==> src/rtl/twi_pkg.sv <==
package twi_pkg;
    localparam int BYTE_W = 8;

    typedef enum logic [3:0] {
        S_IDLE,
        S_DEV,
        S_DEV_ACK,
        S_WADDR,
        S_WADDR_ACK,
        S_WDATA,
        S_WDATA_ACK,
        S_RDATA,
        S_RACK,
        S_RNEXT,
        S_WAIT
    } eng_state_t;
endpackage

==> src/rtl/twi_line_sync.sv <==
module twi_line_sync #(
    parameter int   W       = 2,
    parameter int   STAGES  = 2,
    parameter logic RST_VAL = 1'b1
) (
    input  logic         clk,
    input  logic         rst_n,
    input  logic [W-1:0] d_i,
    output logic [W-1:0] q_o
);
    genvar gi;
    generate
        for (gi = 0; gi < W; gi++) begin : g_line
            logic [STAGES-1:0] chain;
            always_ff @(posedge clk or negedge rst_n) begin
                if (!rst_n) chain <= {STAGES{RST_VAL}};
                else        chain <= {chain[STAGES-2:0], d_i[gi]};
            end
            assign q_o[gi] = chain[STAGES-1];
        end
    endgenerate
endmodule

==> src/rtl/twi_addr_ctr.sv <==
module twi_addr_ctr #(
    parameter int AW = 8,
    parameter int PW = 3
) (
    input  logic          clk,
    input  logic          rst_n,
    input  logic          load_i,
    input  logic [AW-1:0] load_val_i,
    input  logic          inc_lin_i,
    input  logic          inc_page_i,
    output logic [AW-1:0] ptr_o
);
    logic [AW-1:0] ptr_q;

    always_ff @(posedge clk or negedge rst_n) begin
        if (!rst_n)          ptr_q <= '0;
        else if (load_i)     ptr_q <= load_val_i;
        else if (inc_page_i) ptr_q <= {ptr_q[AW-1:PW], ptr_q[PW-1:0] + PW'(1)};
        else if (inc_lin_i)  ptr_q <= ptr_q + AW'(1);
    end

    assign ptr_o = ptr_q;

    AST_ONE_PTR_UPDATE: assert property (@(posedge clk) disable iff (!rst_n)
        $countones({load_i, inc_lin_i, inc_page_i}) <= 1);

    AST_PAGE_ROW_HELD: assert property (@(posedge clk) disable iff (!rst_n)
        inc_page_i |=> ptr_q[AW-1:PW] == $past(ptr_q[AW-1:PW]));
endmodule

==> src/rtl/twi_fsm.sv <==
module twi_fsm
    import twi_pkg::*;
#(
    parameter logic [3:0] DEV_TYPE = 4'b1010,
    parameter int         AW       = 8
) (
    input  logic          clk,
    input  logic          rst_n,
    input  logic          scl_s,
    input  logic          sda_s,
    input  logic [2:0]    chip_sel_i,
    input  logic          busy_i,
    input  logic [BYTE_W-1:0] mem_data_i,
    input  logic [AW-1:0] ptr_i,
    output logic          sda_low_o,
    output logic          stg_we_o,
    output logic [AW-1:0] stg_addr_o,
    output logic [BYTE_W-1:0] stg_data_o,
    output logic          commit_o,
    output logic          cancel_o,
    output logic          ctr_load_o,
    output logic [AW-1:0] ctr_val_o,
    output logic          ctr_inc_lin_o,
    output logic          ctr_inc_page_o
);
    localparam int CW = $clog2(BYTE_W + 1);
    localparam logic [CW-1:0] CNT_LAST = CW'(BYTE_W - 1);
    localparam logic [CW-1:0] CNT_FULL = CW'(BYTE_W);

    eng_state_t state_q, state_d;

    logic scl_q, sda_q;
    logic scl_rise, scl_fall, start_ev, stop_ev;
    logic [CW-1:0] cnt_q;
    logic [BYTE_W-1:0] shreg_q, tx_q, rx_byte;
    logic ack_on_q, rw_q, staged_q;
    logic last_bit, dev_match;

    // bus event detection on the synchronised lines
    always_ff @(posedge clk or negedge rst_n) begin
        if (!rst_n) begin
            scl_q <= 1'b1;
            sda_q <= 1'b1;
        end else begin
            scl_q <= scl_s;
            sda_q <= sda_s;
        end
    end

    assign scl_rise = scl_s & ~scl_q;
    assign scl_fall = ~scl_s & scl_q;
    assign start_ev = scl_s & scl_q & sda_q & ~sda_s;
    assign stop_ev  = scl_s & scl_q & ~sda_q & sda_s;

    assign rx_byte   = {shreg_q[BYTE_W-2:0], sda_s};
    assign last_bit  = (cnt_q == CNT_LAST);
    assign dev_match = (rx_byte[7:4] == DEV_TYPE) && (rx_byte[3:1] == chip_sel_i);

    // next-state logic
    always_comb begin
        state_d = state_q;
        unique case (state_q)
            S_IDLE, S_WAIT: state_d = state_q;
            S_DEV:
                if (scl_rise && last_bit)
                    state_d = (dev_match && !busy_i) ? S_DEV_ACK : S_WAIT;
            S_DEV_ACK:
                if (scl_fall && ack_on_q)
                    state_d = rw_q ? S_RDATA : S_WADDR;
            S_WADDR:
                if (scl_rise && last_bit) state_d = S_WADDR_ACK;
            S_WADDR_ACK:
                if (scl_fall && ack_on_q) state_d = S_WDATA;
            S_WDATA:
                if (scl_rise && last_bit) state_d = S_WDATA_ACK;
            S_WDATA_ACK:
                if (scl_fall && ack_on_q) state_d = S_WDATA;
            S_RDATA:
                if (scl_fall && cnt_q == CNT_FULL) state_d = S_RACK;
            S_RACK:
                if (scl_rise) state_d = sda_s ? S_WAIT : S_RNEXT;
            S_RNEXT:
                if (scl_fall) state_d = S_RDATA;
            default: state_d = S_IDLE;
        endcase
        if (start_ev)     state_d = S_DEV;
        else if (stop_ev) state_d = S_IDLE;
    end

    // state register
    always_ff @(posedge clk or negedge rst_n) begin
        if (!rst_n) state_q <= S_IDLE;
        else        state_q <= state_d;
    end

    // datapath registers
    always_ff @(posedge clk or negedge rst_n) begin
        if (!rst_n) begin
            cnt_q      <= '0;
            shreg_q    <= '0;
            tx_q       <= '1;
            ack_on_q   <= 1'b0;
            rw_q       <= 1'b0;
            staged_q   <= 1'b0;
            stg_we_o   <= 1'b0;
            stg_addr_o <= '0;
            stg_data_o <= '0;
            commit_o   <= 1'b0;
            cancel_o   <= 1'b0;
        end else begin
            stg_we_o <= 1'b0;
            commit_o <= 1'b0;
            cancel_o <= 1'b0;
            if (start_ev) begin
                cnt_q    <= '0;
                ack_on_q <= 1'b0;
                staged_q <= 1'b0;
                cancel_o <= staged_q;
            end else if (stop_ev) begin
                cnt_q    <= '0;
                ack_on_q <= 1'b0;
                staged_q <= 1'b0;
                commit_o <= staged_q;
            end else begin
                unique case (state_q)
                    S_DEV, S_WADDR, S_WDATA: begin
                        if (scl_rise) begin
                            shreg_q <= rx_byte;
                            cnt_q   <= last_bit ? '0 : cnt_q + CW'(1);
                            if (last_bit && state_q == S_DEV) rw_q <= sda_s;
                            if (last_bit && state_q == S_WDATA) begin
                                stg_we_o   <= 1'b1;
                                stg_addr_o <= ptr_i;
                                stg_data_o <= rx_byte;
                                staged_q   <= 1'b1;
                            end
                        end
                    end
                    S_DEV_ACK, S_WADDR_ACK, S_WDATA_ACK: begin
                        if (scl_fall) begin
                            ack_on_q <= ~ack_on_q;
                            if (ack_on_q && state_q == S_DEV_ACK && rw_q) begin
                                tx_q  <= mem_data_i;
                                cnt_q <= '0;
                            end
                        end
                    end
                    S_RDATA: begin
                        if (scl_rise) cnt_q <= cnt_q + CW'(1);
                        else if (scl_fall && cnt_q != CNT_FULL)
                            tx_q <= {tx_q[BYTE_W-2:0], 1'b1};
                    end
                    S_RNEXT: begin
                        if (scl_fall) begin
                            tx_q  <= mem_data_i;
                            cnt_q <= '0;
                        end
                    end
                    S_IDLE, S_WAIT, S_RACK: begin
                        cnt_q <= cnt_q;
                    end
                    default: cnt_q <= '0;
                endcase
            end
        end
    end

    // outputs
    always_comb begin
        sda_low_o      = 1'b0;
        ctr_load_o     = 1'b0;
        ctr_inc_page_o = 1'b0;
        ctr_inc_lin_o  = 1'b0;
        ctr_val_o      = rx_byte;
        unique case (state_q)
            S_DEV_ACK, S_WADDR_ACK, S_WDATA_ACK: sda_low_o = ack_on_q;
            S_RDATA: sda_low_o = ~tx_q[BYTE_W-1];
            default: sda_low_o = 1'b0;
        endcase
        if (state_q == S_WADDR && scl_rise && last_bit) ctr_load_o = 1'b1;
        if (state_q == S_WDATA && scl_rise && last_bit) ctr_inc_page_o = 1'b1;
        if (scl_fall && ((state_q == S_DEV_ACK && ack_on_q && rw_q) || state_q == S_RNEXT))
            ctr_inc_lin_o = 1'b1;
    end

    AST_SDA_MOVES_WITH_SCL_LOW: assert property (@(posedge clk) disable iff (!rst_n)
        !$stable(sda_low_o) |-> !scl_s);

    AST_NO_ACK_WHILE_BUSY: assert property (@(posedge clk) disable iff (!rst_n)
        (state_q == S_DEV && scl_rise && last_bit && busy_i) |=> state_q != S_DEV_ACK);

    AST_STAGE_IN_WRITE_ONLY: assert property (@(posedge clk) disable iff (!rst_n)
        stg_we_o |-> $past(state_q) == S_WDATA);

    AST_COMMIT_ON_STOP: assert property (@(posedge clk) disable iff (!rst_n)
        commit_o |-> $past(stop_ev));

    AST_CANCEL_ON_START: assert property (@(posedge clk) disable iff (!rst_n)
        cancel_o |-> $past(start_ev));

    AST_RELEASE_AFTER_NACK: assert property (@(posedge clk) disable iff (!rst_n)
        (state_q == S_RACK && scl_rise && sda_s) |=> !sda_low_o);
endmodule

==> src/rtl/eeprom_twi_slave.sv <==
module eeprom_twi_slave
    import twi_pkg::*;
#(
    parameter logic [3:0] DEV_TYPE    = 4'b1010,
    parameter int         AW          = 8,
    parameter int         PAGE_W      = 3,
    parameter int         SYNC_STAGES = 2
) (
    input  logic              clk,
    input  logic              rst_n,
    input  logic              scl_i,
    input  logic              sda_i,
    output logic              sda_low_o,
    input  logic [2:0]        chip_sel_i,
    input  logic              wcyc_busy_i,
    output logic              stg_we_o,
    output logic [AW-1:0]     stg_addr_o,
    output logic [BYTE_W-1:0] stg_data_o,
    output logic              commit_o,
    output logic              cancel_o,
    output logic [AW-1:0]     mem_addr_o,
    input  logic [BYTE_W-1:0] mem_data_i
);
    logic [1:0]    lines_s;
    logic [AW-1:0] ptr;
    logic          ctr_load, ctr_inc_lin, ctr_inc_page;
    logic [AW-1:0] ctr_val;

    twi_line_sync #(.W(2), .STAGES(SYNC_STAGES), .RST_VAL(1'b1)) u_sync (
        .clk   (clk),
        .rst_n (rst_n),
        .d_i   ({scl_i, sda_i}),
        .q_o   (lines_s)
    );

    twi_addr_ctr #(.AW(AW), .PW(PAGE_W)) u_ctr (
        .clk        (clk),
        .rst_n      (rst_n),
        .load_i     (ctr_load),
        .load_val_i (ctr_val),
        .inc_lin_i  (ctr_inc_lin),
        .inc_page_i (ctr_inc_page),
        .ptr_o      (ptr)
    );

    twi_fsm #(.DEV_TYPE(DEV_TYPE), .AW(AW)) u_fsm (
        .clk            (clk),
        .rst_n          (rst_n),
        .scl_s          (lines_s[1]),
        .sda_s          (lines_s[0]),
        .chip_sel_i     (chip_sel_i),
        .busy_i         (wcyc_busy_i),
        .mem_data_i     (mem_data_i),
        .ptr_i          (ptr),
        .sda_low_o      (sda_low_o),
        .stg_we_o       (stg_we_o),
        .stg_addr_o     (stg_addr_o),
        .stg_data_o     (stg_data_o),
        .commit_o       (commit_o),
        .cancel_o       (cancel_o),
        .ctr_load_o     (ctr_load),
        .ctr_val_o      (ctr_val),
        .ctr_inc_lin_o  (ctr_inc_lin),
        .ctr_inc_page_o (ctr_inc_page)
    );

    assign mem_addr_o = ptr;
endmodule

==> config.mk <==
export PLATFORM = sky130hd
export DESIGN_NAME = eeprom_twi_slave
export DESIGN_NICKNAME = d
export VERILOG_FILES = /design/src/rtl/twi_pkg.sv /design/src/rtl/twi_line_sync.sv /design/src/rtl/twi_addr_ctr.sv /design/src/rtl/twi_fsm.sv /design/src/rtl/eeprom_twi_slave.sv
export SDC_FILE = /design/constraint.sdc
export NUM_CORES = 1
export LEC_CHECK = 0
export BUFFER_PORTS_ARGS = -buffer_cell sky130_fd_sc_hd__buf_2
export CAP_MARGIN = 20
export CORE_MARGIN = 1
export CORE_UTILIZATION = 57
export DETAILED_ROUTE_END_ITERATION = 8
export GPL_ROUTABILITY_DRIVEN = 1
export PLACE_DENSITY_LB_ADDON = 0.12
export SKIP_LAST_GASP = 1
export SYNTH_ARGS = -nofsm -noshare
export SYNTH_HDL_FRONTEND = slang
export SYNTH_SLANG_ARGS = --single-unit
==> constraint.sdc <==
create_clock -name clk -period 2.2 [get_ports clk]
set_input_delay 0.44 -clock clk [delete_from_list [all_inputs] [get_ports clk]]
set_output_delay 0.44 -clock clk [all_outputs]
set_load 0.05 [all_outputs]
==> results.cfg <==
[drt]
routed-via-count = 2333
wire_per_inst_um = 16.14
drc_errors = 0
dr.pass1.iters = 4
wl_um = 6600
drt_iter0_drc = 249
final_antenna_net_count = 0
viasPerCell = 5.704

[floorplanning]
die_w_um = 75.99
core_mm2 = 0.005205
core.rowCount = 26
top_level_ports = 44
die-area_mm2 = 0.005774
die_h_um = 75.99
initial_core_util_pct = 59.95

[timing]
hold_violations = 0
tns_ps = 0
rsz0062_at_grt = false
period_share_pct = 94.36
setup_viol = 0
finalCriticalPeriod_ps = 2076
fmax_mhz = 481.7
max_slew_margin_pct = 64.13
drv_slew = 0
worst_pin_slew_ps = 524.5
skew_ps = 7.405

[worst_setup_path]
endpoint_kind = primary output
worstPathMaxFanout = 15
worst_setup_path_start_kind = flip-flop
worst_ep_required_time_ps = 1760
crit_start = u_fsm.state_q[3]
r2r-start = u_sync.g_line[1].chain[1]
cp.arrival_ps = 1640
worst-setup-path-type = reg -> out

[logic_synthesis]
netlist_instances = 279
synth_top_family_by_area = simple AND/OR/NAND/NOR gates
synth_edf_count = 0
async_flop_share_pct = 100.0
syn_avg_cell_area_um2 = 11.18
yosys_warnings = 0
syn_area_mm2 = 0.003120
synthXorXnorAreaFrac_pct = 1.684
synthAdderAreaFrac_pct = 1.203
synth-seq-cells = 59
synth_nets = 298
synthSimpleGateAreaFrac_pct = 17.40
synth_top_cell_by_area = dfrtp_1
yosys-top-cells-area = dfrtp_1, mux2_2, dfstp_2, nand2_1, nand2b_1
yosysUniqueCellTypes = 58
synth.top_cell.area_share_pct = 36.09
synth_compound_area_share_pct = 12.43
synth.yosys.seq_area_share_pct = 47.87
synth_flop_cell = dfrtp_1
synthMuxAreaShare_pct = 15.68

[cts]
clkSinkCount = 59
cts-root-buf = clkbuf_8
cts_tree = yes
cts-buffers-inserted = 9
clock_latency_ps = 340
cts.path.max_buffers = 2
clk_pin_slew_ps = 70
htree_num_levels = 3

[pwr]
power_leakage_uw = 0.001741
pwr_density_cell_mw_per_mm2 = 1024
total_power_uw = 3780
peakVddDrop_uv = 878.0

[placement]
gp_congestion = 0.9608
dpl.hpwl_um = 4725
port_buffers = 43

[grt]
grt_pass1_wl_um = 11370
grt.overflow.total = 0
grt_max_degree = 37
grt_pass1_vias = 2357
grtUsageTotal_pct = 25.36
antenna_found_initial = 0

[worst_hold_path]
hp-class = in -> async

[layout]
fillers = 425
finalNetCount = 353
layout-drive-gt1-share_pct = 42.77
diodes = 0
areaGrowthSynthToFinish_pct = 18.32

[outcome]
outcome = finished clean

[run]
maxCapViolCount = 0
cell usage after synthesis, drive strengths merged, types with 2 or more instances:
master  instances
and2            2
dfrtp          45
or2             3
o21ai          16
nand3b          4
nand3           4
ha              3
nand2          20
inv             5
clkbuf          2
or3             2
nor4b           3
and3b           2
mux2i           5
a31oi           3
xor2            5
dfstp          14
nand4b          3
mux2           39
nand2b         12
nor3            7
and4            2
nor3b           3
nor2b           4
nor4            2
a31o            2
a221o           5
nand4           3
a22oi           2
buf            14
nor2           13
a21o            2
a21oi          11
worst max-delay path: stages (launching register included):
cell     delay (ps)
dfrtp_2         510
buf_4           190
nor3_2          180
nand2_1          70
o21ai_1          70
buf_2           270
final timing paths:
| path | slack (ps) | end | depth (start not counted) |
|---|---|---|---|
| min in group clk | 200 | u_sync.g_line[1].chain[0] | 1 |
| max in group asynchronous | 1470 | u_fsm.scl_q | 2 |
| setup reg to reg | 140 | u_fsm.state_q[0] | 6 |
| hold / removal | 80 | u_fsm.cnt_q[3] | 1 |
| hold reg to reg | 360 | u_sync.g_line[1].chain[1] | 0 |
| setup / recovery | 120 | sda_low_o | 5 |
final cells by class:
class	instances	area, µm²	share of cell area, %
clock buffer	9	123.9	3.355
tap	70	87.58	2.372
timing repair buffer	60	380.4	10.30
clock inverter	7	68.82	1.864
multi-input combinational	199	1515	41.04
sequential	59	1498	40.56
inverter	5	18.77	0.5083
layer usage:
layer | wire length, µm | global-route usage (%) | vias up
met3 | 370 | 5.509 | 15
met5 | 0 | 0 | -
li1 | - | - | 1128
met2 | 3019 | 37.91 | 74
met1 | 3090 | 35.06 | 1116
met4 | 119 | 12.69 | 0
layout by cell type (no fill, tap or decap), drive strengths merged, types with 3 or more instances in the layout:
master and n:
nand2b 12, nor4b 3, nand4 3, mux2 39, nand3 4, nand3b 4, nor3b 3, nor3 7
a221o 5, xor2 5, buf 60, ha 3, nor2 13, a21oi 11, mux2i 5, dfrtp 45
nor2b 4, clkbuf 9, clkinv 4, inv 5, or2 3, nand2 20, a31oi 3, o21ai 16
dfstp 14, nand4b 3
stage by stage:
step / cells / worst slack, ps / hold WS, ps / util, % / instance area [µm²]
global placement: 392 / 214.4 / 345.3 / 67.02 / 3488
floorplan: 279 / 26.85 / 144.4 / - / 3120
finish: 409 / 124.2 / 80.02 / 70.94 / 3692
detailed placement: 392 / 183.5 / 347.5 / 67.02 / 3488
global route: 409 / 5.018 / 127.8 / 70.94 / 3692
CTS: 409 / 19.25 / 95.34 / 70.87 / 3689
power breakdown:
group | internal (µW) | switching [µW]
Sequential | 1320 | 237
Clock | 518 | 451
Combinational | 615 | 638
sequential cells by signal, summed over array words and instances (netlist names):
signal and flops:
u_fsm.state_q 4, u_fsm.cancel_o 1, u_fsm.tx_q 8, u_sync.g_line.chain 4, u_fsm.staged_q 1, u_fsm.stg_we_o 1, u_fsm.stg_data_o 8, u_fsm.shreg_q 7
u_fsm.stg_addr_o 8, u_fsm.ack_on_q 1, u_fsm.commit_o 1, u_fsm.scl_q 1, u_fsm.rw_q 1, u_fsm.sda_q 1, u_fsm.cnt_q 4, u_ctr.ptr_o 8
timing repair:
item | CTS | global route
endpoints found under the setup margin | 1 | 1
gates resized for setup | 0 | 3
buffers inserted | 1 | 0
hold buffers | 0 | 0
cloned | 0 | 0
cells by family after synthesis:
kind of cell             count (synthesis)
flip-flops                              59
XOR/XNOR                                 6
AO/OA/AOI/OAI                           54
buffers and inverters                   21
multiplexers                            44
adder cells (fa/ha/maj)                  3
AND/OR/NAND/NOR                         92
Power figures use the tool's default switching activity.
